===== src/rtl/tmr_pkg.sv =====
package tmr_pkg;
  localparam int CTRL_W = 16;
  localparam int PRE_W  = 8;
  localparam int EN_B   = 15;
  localparam int GATE_B = 7;
  localparam int PS_LO  = 4;
  localparam int SYNC_B = 2;
  localparam int SRC_B  = 1;

  localparam logic [CTRL_W-1:0] IMPL_MASK =
    (CTRL_W'(1) << EN_B) | (CTRL_W'(1) << GATE_B) | (CTRL_W'(3) << PS_LO) |
    (CTRL_W'(1) << SYNC_B) | (CTRL_W'(1) << SRC_B);

  typedef struct packed {
    logic       en;
    logic       gate_en;
    logic [1:0] ps;
    logic       sync;
    logic       src;
  } ctrl_t;

  function automatic ctrl_t unpack_ctrl(input logic [CTRL_W-1:0] w);
    ctrl_t c;
    c.en      = w[EN_B];
    c.gate_en = w[GATE_B];
    c.ps      = w[PS_LO +: 2];
    c.sync    = w[SYNC_B];
    c.src     = w[SRC_B];
    return c;
  endfunction

  // Readback: gate hidden under external source, sync hidden under internal.
  function automatic logic [CTRL_W-1:0] ctrl_view(input ctrl_t c);
    logic [CTRL_W-1:0] v;
    v             = '0;
    v[EN_B]       = c.en;
    v[GATE_B]     = c.gate_en & ~c.src;
    v[PS_LO +: 2] = c.ps;
    v[SYNC_B]     = c.sync & c.src;
    v[SRC_B]      = c.src;
    return v;
  endfunction

  // Divide ratio is 2**shift: 1, 8, 64, 256.
  function automatic int unsigned ps_shift(input logic [1:0] ps);
    case (ps)
      2'b00:   return 0;
      2'b01:   return 3;
      2'b10:   return 6;
      default: return 8;
    endcase
  endfunction

  function automatic logic [PRE_W-1:0] ps_limit(input logic [1:0] ps);
    logic [PRE_W:0] full;
    full = ((PRE_W+1)'(1) << ps_shift(ps)) - (PRE_W+1)'(1);
    return full[PRE_W-1:0];
  endfunction
endpackage


===== src/rtl/tmr_tick_src.sv =====
module tmr_tick_src (
  input  logic clk,
  input  logic rst_n,
  input  logic src_ext,
  input  logic sync_sel,
  input  logic gate_en,
  input  logic gate_in,
  input  logic ext_in,
  output logic ext_edge,
  output logic base_tick
);
  logic [2:0] smp;

  always_ff @(posedge clk or negedge rst_n) begin
    if (!rst_n) smp <= '0;
    else        smp <= {smp[1:0], ext_in};
  end

  // Sync set: edge seen after two flops; clear: after one.
  assign ext_edge  = sync_sel ? (smp[1] & ~smp[2]) : (smp[0] & ~smp[1]);
  assign base_tick = src_ext ? ext_edge : (~gate_en | gate_in);

  // a steady sampled level gives no edge
  assert_no_edge_on_level_R11: assert property (@(posedge clk) disable iff (!rst_n)
    (smp[2] == smp[1] && smp[1] == smp[0]) |-> !ext_edge);
endmodule


===== src/rtl/tmr_prescaler.sv =====
module tmr_prescaler
  import tmr_pkg::*;
#(
  parameter int W = PRE_W
) (
  input  logic       clk,
  input  logic       rst_n,
  input  logic       clr,
  input  logic       en,
  input  logic [1:0] ps,
  input  logic       base_tick,
  output logic       presc_tick
);
  logic [W-1:0] pre_cnt;
  logic [W-1:0] limit;

  assign limit      = W'(ps_limit(ps));
  assign presc_tick = en & base_tick & (pre_cnt == limit);

  always_ff @(posedge clk or negedge rst_n) begin
    if (!rst_n)                pre_cnt <= '0;
    else if (clr)              pre_cnt <= '0;
    else if (en && base_tick)  pre_cnt <= presc_tick ? '0 : pre_cnt + W'(1);
  end

  // above ratio 1 two divided ticks never come back to back
  assert_tick_gap_R4: assert property (@(posedge clk) disable iff (!rst_n)
    (presc_tick && ps != 2'b00) |=> !presc_tick);
  // a stopped timer produces no divided tick
  assert_no_tick_when_off_R5: assert property (@(posedge clk) disable iff (!rst_n)
    !en |-> !presc_tick);
endmodule


===== src/rtl/tmr_counter.sv =====
module tmr_counter #(
  parameter int W = 16
) (
  input  logic         clk,
  input  logic         rst_n,
  input  logic         tick,
  input  logic         load,
  input  logic [W-1:0] load_val,
  input  logic [W-1:0] period,
  output logic [W-1:0] cnt,
  output logic         match,
  output logic         wrap
);
  localparam logic [W-1:0] ALL_ONES = '1;

  assign wrap = tick & ~load & (cnt == period);

  always_ff @(posedge clk or negedge rst_n) begin
    if (!rst_n) begin
      cnt   <= '0;
      match <= 1'b0;
    end else begin
      match <= wrap;
      if (load)       cnt <= load_val;
      else if (wrap)  cnt <= '0;
      else if (tick)  cnt <= cnt + W'(1);
    end
  end

  // a tick off the period steps by one
  assert_step_R2: assert property (@(posedge clk) disable iff (!rst_n)
    (tick && !load && cnt != period) |=> cnt == $past(cnt) + W'(1));
  // match always coincides with a zero count
  assert_match_zero_R3: assert property (@(posedge clk) disable iff (!rst_n)
    match |-> cnt == '0);
  // natural rollover carries no match
  assert_rollover_quiet_R13: assert property (@(posedge clk) disable iff (!rst_n)
    (tick && !load && cnt == ALL_ONES && period != ALL_ONES) |=> (cnt == '0 && !match));
endmodule


===== src/rtl/prescaled_match_timer.sv =====
module prescaled_match_timer
  import tmr_pkg::*;
#(
  parameter int CNT_W = 16
) (
  input  logic              clk,
  input  logic              rst_n,
  input  logic              ctrl_we,
  input  logic [CTRL_W-1:0] ctrl_wdata,
  output logic [CTRL_W-1:0] ctrl_rdata,
  input  logic              period_we,
  input  logic [CNT_W-1:0]  period_wdata,
  output logic [CNT_W-1:0]  period_q,
  input  logic              count_we,
  input  logic [CNT_W-1:0]  count_wdata,
  output logic [CNT_W-1:0]  count_q,
  input  logic              gate_in,
  input  logic              ext_tick_in,
  output logic              match_pulse
);
  ctrl_t ctrl_q;
  logic  base_tick;
  logic  ext_edge;
  logic  presc_tick;
  logic  presc_clr;
  logic  wrap_evt;

  always_ff @(posedge clk or negedge rst_n) begin
    if (!rst_n) begin
      ctrl_q   <= '0;
      period_q <= '1;
    end else begin
      if (ctrl_we)   ctrl_q   <= unpack_ctrl(ctrl_wdata);
      if (period_we) period_q <= period_wdata;
    end
  end

  assign ctrl_rdata = ctrl_view(ctrl_q);
  assign presc_clr  = ctrl_we | ~ctrl_q.en;

  tmr_tick_src u_src (
    .clk       (clk),
    .rst_n     (rst_n),
    .src_ext   (ctrl_q.src),
    .sync_sel  (ctrl_q.sync),
    .gate_en   (ctrl_q.gate_en),
    .gate_in   (gate_in),
    .ext_in    (ext_tick_in),
    .ext_edge  (ext_edge),
    .base_tick (base_tick)
  );

  tmr_prescaler #(.W(PRE_W)) u_pre (
    .clk        (clk),
    .rst_n      (rst_n),
    .clr        (presc_clr),
    .en         (ctrl_q.en),
    .ps         (ctrl_q.ps),
    .base_tick  (base_tick),
    .presc_tick (presc_tick)
  );

  tmr_counter #(.W(CNT_W)) u_cnt (
    .clk      (clk),
    .rst_n    (rst_n),
    .tick     (presc_tick),
    .load     (count_we),
    .load_val (count_wdata),
    .period   (period_q),
    .cnt      (count_q),
    .match    (match_pulse),
    .wrap     (wrap_evt)
  );

  // stopped timer holds its count
  assert_hold_when_off_R5: assert property (@(posedge clk) disable iff (!rst_n)
    (!ctrl_q.en && !count_we) |=> $stable(count_q));
  // unimplemented bits read zero
  assert_unimpl_zero_R7: assert property (@(posedge clk) disable iff (!rst_n)
    (ctrl_rdata & ~IMPL_MASK) == '0);
  // gate bit hidden under external source
  assert_gate_hidden_R8: assert property (@(posedge clk) disable iff (!rst_n)
    ctrl_rdata[SRC_B] |-> !ctrl_rdata[GATE_B]);
  // sync bit hidden under internal source
  assert_sync_hidden_R9: assert property (@(posedge clk) disable iff (!rst_n)
    !ctrl_rdata[SRC_B] |-> !ctrl_rdata[SYNC_B]);
  // a wrap is followed by a match pulse
  assert_wrap_match_R3: assert property (@(posedge clk) disable iff (!rst_n)
    wrap_evt |=> match_pulse);
endmodule


===== config.mk =====
export PLATFORM = sky130hd
export DESIGN_NAME = prescaled_match_timer
export DESIGN_NICKNAME = d
export VERILOG_FILES = /design/src/rtl/tmr_pkg.sv /design/src/rtl/tmr_tick_src.sv /design/src/rtl/tmr_prescaler.sv /design/src/rtl/tmr_counter.sv /design/src/rtl/prescaled_match_timer.sv
export SDC_FILE = /design/constraint.sdc
export NUM_CORES = 1
export LEC_CHECK = 0
export CORE_MARGIN = 4
export CORE_UTILIZATION = 50
export CTS_BUF_LIST = sky130_fd_sc_hd__clkbuf_4 sky130_fd_sc_hd__clkbuf_8
export CTS_CLUSTER_DIAMETER = 100
export DETAILED_ROUTE_END_ITERATION = 8
export PLACE_DENSITY = 0.88
export SLEW_MARGIN = 5
export SYNTH_ARGS = -nofsm -noshare
export SYNTH_HDL_FRONTEND = slang
export SYNTH_SLANG_ARGS = --single-unit

===== constraint.sdc =====
create_clock -name clk -period 5.05 [get_ports clk]
set_input_delay 0.505 -clock clk [delete_from_list [all_inputs] [get_ports clk]]
set_output_delay 0.505 -clock clk [all_outputs]
set_load 0.005 [all_outputs]

# [Yosys cells after proc, flatten, opt, wreduce, memory -nomap -nowiden]
# Index checks and enable logic that the tools add are counted.
# W data, S select, Z words.
[word_totals] regBits=50 input_bits=55 elab_cells=47
[op_classes] addsub=3 eq_ne=4 shifts=1 mux=9 bitwise_logic=16 reduce_logical=4
[ops] cell="$mux W16" count=3
[ops] cell="$mux W8" count=3
[ops] cell="$add A16 B1 Y16 const B" count=1
[ops] cell="$eq A16 B16 Y1" count=1
[ops] cell="$pmux W4 S3" count=1
[ops] cell="$add A8 B1 Y8 const B" count=1
[ops] cell="$and A1 B1 Y1" count=8
[ops] cell="$eq A8 B8 Y1" count=1
[ops] cell="$shl A1 B4 Y8 const A" count=1
[ops] cell="$sub A8 B2 Y8 const B" count=1
[ops] cell="$not A1 Y1" count=6
[ops] cell="$reduce_bool A3 Y1" count=1
[ops] cell="$eq A2 B1 Y1 const B" count=1
[ops] cell="$eq A2 B2 Y1 const B" count=1
[ops] cell="$logic_not A2 Y1" count=1
[ops] cell="$mux W1" count=2
[ops] cell="$or A1 B1 Y1" count=2
[ops] cell="$reduce_bool A2 Y1" count=1
[ops] cell="$logic_and A1 B1 Y1" count=1

# [Depth between registers and ports, before layout]
# Gate-level depths: netlist (run 1).
[depth] depth_word=10 mapped_depth=8 ltp_nobuf=7

# [Hierarchy]
# Synthesis (run 1) repeated with hierarchy kept, for this count alone.
[hier_totals] cells_unflattened=271 hier_area_um2=2995.4
[by_module_without_submodules] module="tmr_counter" n_inst=1 cells_per_inst=122 area_per_inst_um2=1196.1
[by_module_without_submodules] module="prescaled_match_timer" n_inst=1 cells_per_inst=65 area_per_inst_um2=1019.7
[by_module_without_submodules] module="tmr_prescaler" n_inst=1 cells_per_inst=76 area_per_inst_um2=670.6
[by_module_without_submodules] module="tmr_tick_src" n_inst=1 cells_per_inst=8 area_per_inst_um2=108.9

# [Worst setup path after synthesis (run 1)]
# OpenSTA, ideal clock, no wires.
[synth_timing] kind="flip-flop to flip-flop" startpoint="reg ctrl_q, in the netlist ctrl_rdata[4]" endpoint="reg u_cnt.cnt[7]" setup_time_ns=0.086 arrival_time_ns=2.016 required_ns=4.964 path_slack_ns=2.949 path_stages_with_launch=7 period_less_slack_ns=2.101 path_cell_list="dfrtp_1 -> or3_1 -> a21oi_2 -> o2111a_4 -> nand2b_4 -> or4_1 -> a32oi_1"
[synth_via] elab_chain_len=10 elab_cells_between_ends=13
[synth_rtl] item="start, declared" line="prescaled_match_timer.sv:21" rtl="ctrl_t ctrl_q;"
[synth_rtl] item="start signal, assigned" line="prescaled_match_timer.sv:33" rtl="if (ctrl_we) ctrl_q <= unpack_ctrl(ctrl_wdata);"
[synth_rtl] item="$eq A2 B2 Y1 (tied with other cells)" line="tmr_pkg.sv:46" rtl="case (ps)"
[synth_rtl] item="$pmux W4 S3 (*)" line="tmr_pkg.sv:46"
[synth_rtl] item="$shl A1 B4 Y8 (*)" line="tmr_pkg.sv:56" rtl="full = ((PRE_W+1)'(1) << ps_shift(ps)) - (PRE_W+1)'(1);"
[synth_rtl] item="$sub A8 B2 Y8 (*)" line="tmr_pkg.sv:56"
[synth_rtl] item="$eq A8 B8 Y1 (*)" line="tmr_prescaler.sv:18" rtl="assign presc_tick = en & base_tick & (pre_cnt == limit);"
[synth_rtl] item="$and A1 B1 Y1 (*)" line="tmr_prescaler.sv:18"
[synth_rtl] item="$and A1 B1 Y1 (2 in series)" line="tmr_counter.sv:16" rtl="assign wrap = tick & ~load & (cnt == period);"
[synth_rtl] item="$mux W16" line="tmr_counter.sv:25" rtl="else if (wrap) cnt <= '0;"
[synth_rtl] item="$mux W16" line="tmr_counter.sv:24" rtl="if (load) cnt <= load_val;"
[synth_rtl] item="end signal, assigned" line="tmr_counter.sv:24"
[synth_rtl] item="end signal, assigned" line="tmr_counter.sv:26" rtl="else if (tick) cnt <= cnt + W'(1);"
[synth_rtl] item="end, declared" line="tmr_counter.sv:10" rtl="output logic [W-1:0] cnt,"
# Mark *: on every way between the ends. The rest lies on a longest branch, timed or not.
# A chain may end at the register's enable or synchronous reset.

# [Final worst setup path (run 1)]
[layout_timing] startpoint="in gate_in" endpoint="reg u_cnt.cnt[5]"
[layout_via] elab_chain_len=8 elab_cells_between_ends=9
[layout_rtl] item="start, declared" line="prescaled_match_timer.sv:17" rtl="input logic gate_in,"
[layout_rtl] item="$or A1 B1 Y1 (*)" line="tmr_tick_src.sv:21" rtl="assign base_tick = src_ext ? ext_edge : (~gate_en | gate_in);"
[layout_rtl] item="$mux W1 (*)" line="tmr_tick_src.sv:21"
[layout_rtl] item="$and A1 B1 Y1 (*) (2 in series)" line="tmr_prescaler.sv:18"
[layout_rtl] item="$and A1 B1 Y1 (2 in series)" line="tmr_counter.sv:16"
[layout_rtl] item="$mux W16" line="tmr_counter.sv:25"
[layout_rtl] item="$mux W16" line="tmr_counter.sv:24"
# Marked as above.

==> impl_metrics.ini, run 1 <==
[power]
internal-power_uw = 690
power.share.clock = 0.260
switching_share = 0.270
p_leak_uw = 0.00150
peakVddDrop_uv = 190
comb_power_share = 0.229
p_seq_frac = 0.511
power.density_nw_per_um2 = 251
p_sw_uw = 255

[sta]
fin_skew_ns = 0.0119
final_max_slew_viol_count = 0
fmax_ghz = 0.366
setup_viol = 0
layout_min_cycle_time_ns = 2.73
hold_slack_ns = 0.299
worst_pin_slew_ns = 0.776
fin_tns_setup_ns = 0
hold_violations = 0
relSlewSlack = 0.481
rsz0062_at_grt = false
finalCritPeriodShare = 0.541

[die]
ios = 104
dieArea_um2 = 7020
start_util = 0.518
rows = 27
die_h_um = 83.8
core_area_um2 = 5540
die_w_um = 83.8

[worst_hold_path]
hold_class = primary input to asynchronous set/reset pin

[routing]
drtPass1Iterations = 4
drt_iter0_drc = 328
post_drt_wl_per_cell_um = 15.5
via_count = 2497
drc_errors = 0
drt-total-wl_mm = 6.86
vias_per_cell = 5.64
antenna_left = 0

[clocking]
cts_buffers = 5
h-tree-depth = 2
cts_setup_buffers = 0
worstSkewPairLatency_ns = 0.30
hold_buffers = 0
cts_tree = built
cts_root_buf = clkbuf_8
clkSlewWorstSetupHoldPaths_ns = 0.09
post_cts_resized = 0
cts_sinks = 50
clock_path_buffers = 2

[logic_synthesis]
synth_edf_count = 0
yosys.area_share.simple = 0.204
synth.avg_cell_area_um2 = 9.63
synth_mux_area_frac = 0.0824
yosysUniqueCellTypes = 40
synth_compound_area_frac = 0.141
synth_top_family_by_area = simple AND/OR/NAND/NOR gates
ys_async_sr_fraction = 1.00
syn_inst = 298
synth_adder_area_share = 0.00872
synth-seq-area-share = 0.443
ys_warn_count = 0
syn_area_um2 = 2870
synth_xor_area_frac = 0.0488
ys_ff_latch = 50
synthFlopType = dfrtp_1

[global_route]
grt_pass1_vias = 2376
grt_start_max_net_pins = 51
overflow = 0
antenna_found_initial = 0
grt_pass1_wl_mm = 11.4
track_usage = 0.199

[cells_and_area]
final_util = 0.681
nNetsFinal = 427
drive_above_1_share = 0.148
insertedDiodeCount = 0
area_delta_synth_final_pct = 31.5

[setup_path]
critPathLaunchType = primary input
arrival_ns = 2.95
cp.required_ns = 5.27
crit_path_end_kind = register
worstPathMaxFanout = 22
worstSetupPathType = primary input to register

[run_status]
outcome = finished, final reports clean

[placed_design]
dp_hpwl_mm = 5.07
gp_congestion = 0.823
io_buffers = 83

[flow_run]
max-cap-violations = 0
-- synth_stat cells, types with 6 or more instances --
cell type	number	share of area
clkbuf_1	13	0.017
xnor2_1	15	0.046
a32oi_1	11	0.034
nand3_1	15	0.026
a21oi_1	23	0.040
inv_1	12	0.016
nor2_1	20	0.026
nor2b_1	7	0.015
nand4_1	9	0.020
mux2_2	21	0.082
o21ai_0	14	0.024
nor3_1	6	0.010
buf_4	12	0.031
dfstp_2	16	0.15
dfrtp_1	34	0.30
nand2_1	14	0.018
-- critical path, stage by stage --
cell             delay [ns]
clkdlybuf4s50_1        0.45
inv_1                  0.03
a32oi_1                0.17
nand3_1                0.58
nand2b_4               0.45
or4_1                  0.54
a32oi_1                0.23
-- final cells by class --
cell class              instances  area, µm²
multi-input cells             216       1430
repair buffers                 85        841
clock inverters                 1       5.00
inverters                      12       45.0
well taps                      72       90.1
clock buffers                   7       90.1
flip-flops and latches         50       1270
fillers                       438       1770
-- registers in the layout, indices dropped and copies added (netlist names) --
signal,cells
ctrl_q,2
period_q,16
ctrl_rdata,4
u_pre.pre_cnt,8
u_cnt.match,1
u_src.smp,3
u_cnt.cnt,16
-- logic make-up after synthesis --
| kind of cell | after synthesis |
|---|---|
| AOI/OAI and AO/OA | 60 |
| xor gates and xnor gates | 16 |
| adders and majority gates | 2 |
| buffers and inverters | 41 |
| DFF | 50 |
| muxes | 21 |
| other | 1 |
| and+or+nand+nor | 107 |
-- stage by stage --
| stage | total power [µW] | cells | cell area [µm²] | setup slack (ns) |
|---|---|---|---|---|
| finish | 945 | 443 | 3770 | 2.32 |
| global route | 995 | 443 | 3770 | 2.18 |
| CTS | 950 | 443 | 3770 | 2.33 |
| detailed placement | 707 | 435 | 3680 | 2.10 |
| global placement | 699 | 435 | 3680 | 2.12 |
| floorplan | 592 | 307 | 2900 | 2.95 |
-- path summary, 6_finish.rpt --
| check | start | to | slack (ns) | depth (start not counted) |
|---|---|---|---|---|
| max | gate_in | u_cnt.cnt[5] | 2.32 | 7 |
| max reg2reg | u_src.smp[2] | u_cnt.cnt[5] | 2.48 | 6 |
| min in group clk | u_src.smp[0] | u_src.smp[1] | 0.39 | 0 |
| max in group asynchronous | rst_n | u_cnt.cnt[14] | 4.34 | 2 |
| min reg2reg | u_src.smp[0] | u_src.smp[1] | 0.39 | 0 |
| min | rst_n | ctrl_rdata[15] | 0.30 | 2 |
-- cells in the final DEF, fill, tap and decap left out, types with 3 or more instances in the layout --
cell             Yosys  routed
xnor2_1             15      15
a32o_1               3       3
a32oi_1             11      11
clkbuf_8             0       6
clkdlybuf4s50_1      0      82
nor2_1              20      20
a21oi_1             23      23
and2_1               4       4
nor4_1               4       4
conb_1               1      10
nor2b_1              7       7
o21ai_0             14      14
nor3_1               6       6
nand3_1             15      15
nand2_1             14      14
nand4_1              9       9
nand2b_1             5       5
or3_1                3       3
or4_1                5       5
dfrtp_1             34      34
inv_1               12      12
dfstp_2             16      16
mux2_2              21      21
a31o_2               3       3
and3_1               5       5
nand3b_1             5       5
-- power by group through the flow --
stage | clock, µW | sequential (µW) | combinational, µW
finish | 246 | 483 | 217
global route | 268 | 489 | 238
CTS | 249 | 482 | 219
detailed placement | 0 | 489 | 217
global placement | 0 | 487 | 212
floorplan | 0 | 478 | 114
-- per-layer routing --
metal | vias to the layer above | track usage | wire, µm
met5 | - | 0 | 0
met4 | 0 | 0.0643 | 78
met3 | 6 | 0.0484 | 556
met2 | 109 | 0.318 | 3320
met1 | 1184 | 0.264 | 2900
li1 | 1198 | - | -
Note: power is estimated with default switching activity, not from simulation.
==> inputs of run 2 (changes only) <==
--- a/config.mk
+++ b/config.mk
@@ -6,11 +6,11 @@
 export NUM_CORES = 1
 export LEC_CHECK = 0
 export CORE_MARGIN = 4
-export CORE_UTILIZATION = 50
+export CORE_UTILIZATION = 42
 export CTS_BUF_LIST = sky130_fd_sc_hd__clkbuf_4 sky130_fd_sc_hd__clkbuf_8
 export CTS_CLUSTER_DIAMETER = 100
 export DETAILED_ROUTE_END_ITERATION = 8
-export PLACE_DENSITY = 0.88
+export PLACE_DENSITY = 0.79
 export SLEW_MARGIN = 5
 export SYNTH_ARGS = -nofsm -noshare
 export SYNTH_HDL_FRONTEND = slang
==> constraint.sdc (replaced) <==
create_clock -name clk -period 2.5 [get_ports clk]
set_input_delay 0.25 -clock clk [delete_from_list [all_inputs] [get_ports clk]]
set_output_delay 0.25 -clock clk [all_outputs]
set_load 0.005 [all_outputs]
==> run 2 against run 1 <==
Setup slack got worse by 2.2 ns. Critical path depth fell by 1. Worst hold slack lost 0.21 ns. First-iteration DRC count decreased by 23%. Combinational power is 110% higher. Routed wire length increased by 5.5%. Clock power grew 100%. Non-clock buffer count grew 10. Cell area up 2.2%. Clock-buffer cell count shrank 1. Clock skew down 0.0081 ns. Largest cell class unchanged. Critical endpoint unchanged.
==> impl_metrics.ini, run 2 (synthesis results as in run 1) <==
[run_status]
outcome = finished, final reports clean

[routing]
drt-total-wl_mm = 7.23
via_count = 2529
post_drt_wl_per_cell_um = 15.8
drtPass1Iterations = 4
drc_errors = 0
antenna_left = 0
vias_per_cell = 5.52
drt_iter0_drc = 253

[worst_hold_path]
hold_class = primary input to asynchronous set/reset pin

[flow_run]
max-cap-violations = 0

[power]
peakVddDrop_uv = 327
power.density_nw_per_um2 = 499
total_power_uw = 1920
p_leak_uw = 0.00154

[setup_path]
worstSetupPathType = register to register
worst-r2r-setup-slack_ns = 0.16
crit_path_end_kind = register
critPathLaunchType = register
r2r_end = u_cnt.cnt[5]
arrival_ns = 2.56
worstPathMaxFanout = 17
cp.required_ns = 2.72
rr_worst_depth = 6
rr_startpoint = ctrl_rdata[4]

[clocking]
clock_path_buffers = 2
clkSlewWorstSetupHoldPaths_ns = 0.09
cts_root_buf = clkbuf_8
cts_sinks = 50
worstSkewPairLatency_ns = 0.30
cts_buffers = 5
hold_buffers = 0
cts_tree = built
h-tree-depth = 2
cts_setup_buffers = 0

[die]
start_util = 0.442
core_area_um2 = 6490
die_h_um = 90.7
ios = 104
dieArea_um2 = 8220
die_w_um = 90.7
rows = 29

[cells_and_area]
final_cell_mix = clkdlybuf4s50_1 (82), dfrtp_1 (33), a21oi_1 (23)
nNetsFinal = 437
area_delta_synth_final_pct = 34.4
drive_above_1_share = 0.173
reg_top3 = period_q x16, u_cnt.cnt x16, u_pre.pre_cnt x8
final_common_cell = clkdlybuf4s50_1
insertedDiodeCount = 0

[sta]
setup_viol = 0
fmax_ghz = 0.428
worst_pin_slew_ns = 0.945
relSlewSlack = 0.370
hold_violations = 0
final_max_slew_viol_count = 0
finalCritPeriodShare = 0.935
fin_tns_setup_ns = 0
fin_skew_ns = 0.00374
layout_min_cycle_time_ns = 2.34
rsz0062_at_grt = false

[placed_design]
gp_congestion = 0.885
dp_hpwl_mm = 5.50
io_buffers = 83

[global_route]
grt_pass1_wl_mm = 12.0
grt_pass1_vias = 2444
grtUsageMet1 = 0.238
track_usage = 0.178
overflow = 0
met2_usage = 0.288
met3_usage = 0.0433
grt.busiest_layer = met2
antenna_found_initial = 0
grt_start_max_net_pins = 43
-- run 2: area by class of cell --
type / count / area, µm²
repair buffers: 95 / 916
well taps: 77 / 96.3
clock inverters: 2 / 12.5
inverters: 12 / 45.0
multi-input cells: 216 / 1430
fillers: 570 / 2640
flip-flops and latches: 50 / 1270
clock buffers: 6 / 82.6
-- run 2: worst max path at each step --
stage                   from            end  slack (ns)  cells past startpoint
2_1_floorplan  ctrl_rdata[4]   u_cnt.cnt[7]        0.40                      6
3_3_place_gp   ctrl_rdata[4]  u_cnt.cnt[15]        0.26                      6
3_5_place_dp   ctrl_rdata[4]   u_cnt.cnt[5]        0.17                      6
4_1_cts        ctrl_rdata[4]   u_cnt.cnt[5]        0.15                      6
5_1_grt        ctrl_rdata[4]   u_cnt.cnt[7]       0.009                      6
6_report       ctrl_rdata[4]   u_cnt.cnt[5]        0.16                      6
-- run 2: where the power goes --
group          leakage, µW  switching [µW]  internal [µW]
combinational     0.000914             178            283
clock            0.0000472             272            223
sequential        0.000576            79.4            889
total              0.00154             530           1400
-- run 2: through the flow --
stage	cells	util	setup WS, ns	instance area [µm²]	hold WS [ns]
finish	458	0.594	0.163	3860	0.0872
global route	458	0.594	0.00933	3860	0.156
CTS	458	0.594	0.155	3850	0.112
detailed placement	450	0.579	0.173	3760	0.368
global placement	450	0.579	0.261	3760	0.363
floorplan	307	-	0.399	2900	-0.0456
-- run 2: what timing repair did --
item | in CTS | in global routing
endpoints found under the setup margin | 0 | 1
gates resized for setup | 0 | 1
hold endpoints to repair | 0 | 0
-- run 2: layer usage --
layer | part of all wire | vias to the layer above | wire (µm)
met2 | 0.47 | 99 | 3390
li1 | - | 1216 | -
met1 | 0.44 | 1206 | 3200
met5 | 0 | - | 0
met4 | 0.013 | 0 | 97
met3 | 0.075 | 8 | 545
-- run 2: critical path, cell delays in order, from the launching register on --
cell	delay [ns]
dfrtp_2	0.45
or3_1	0.40
a21oi_2	0.20
o2111a_4	0.31
nand2b_4	0.14
or4_1	0.53
a32oi_1	0.21
==> inputs of run 3 (changes only) <==
--- a/config.mk
+++ b/config.mk
@@ -11,7 +11,8 @@
 export CTS_CLUSTER_DIAMETER = 100
 export DETAILED_ROUTE_END_ITERATION = 8
 export PLACE_DENSITY = 0.79
-export SLEW_MARGIN = 5
+export SLEW_MARGIN = 15
 export SYNTH_ARGS = -nofsm -noshare
 export SYNTH_HDL_FRONTEND = slang
 export SYNTH_SLANG_ARGS = --single-unit
+export TNS_END_PERCENT = 1
==> results of run 3 <==
No change in the layout: final DEF, timing and power equal those of run 2.
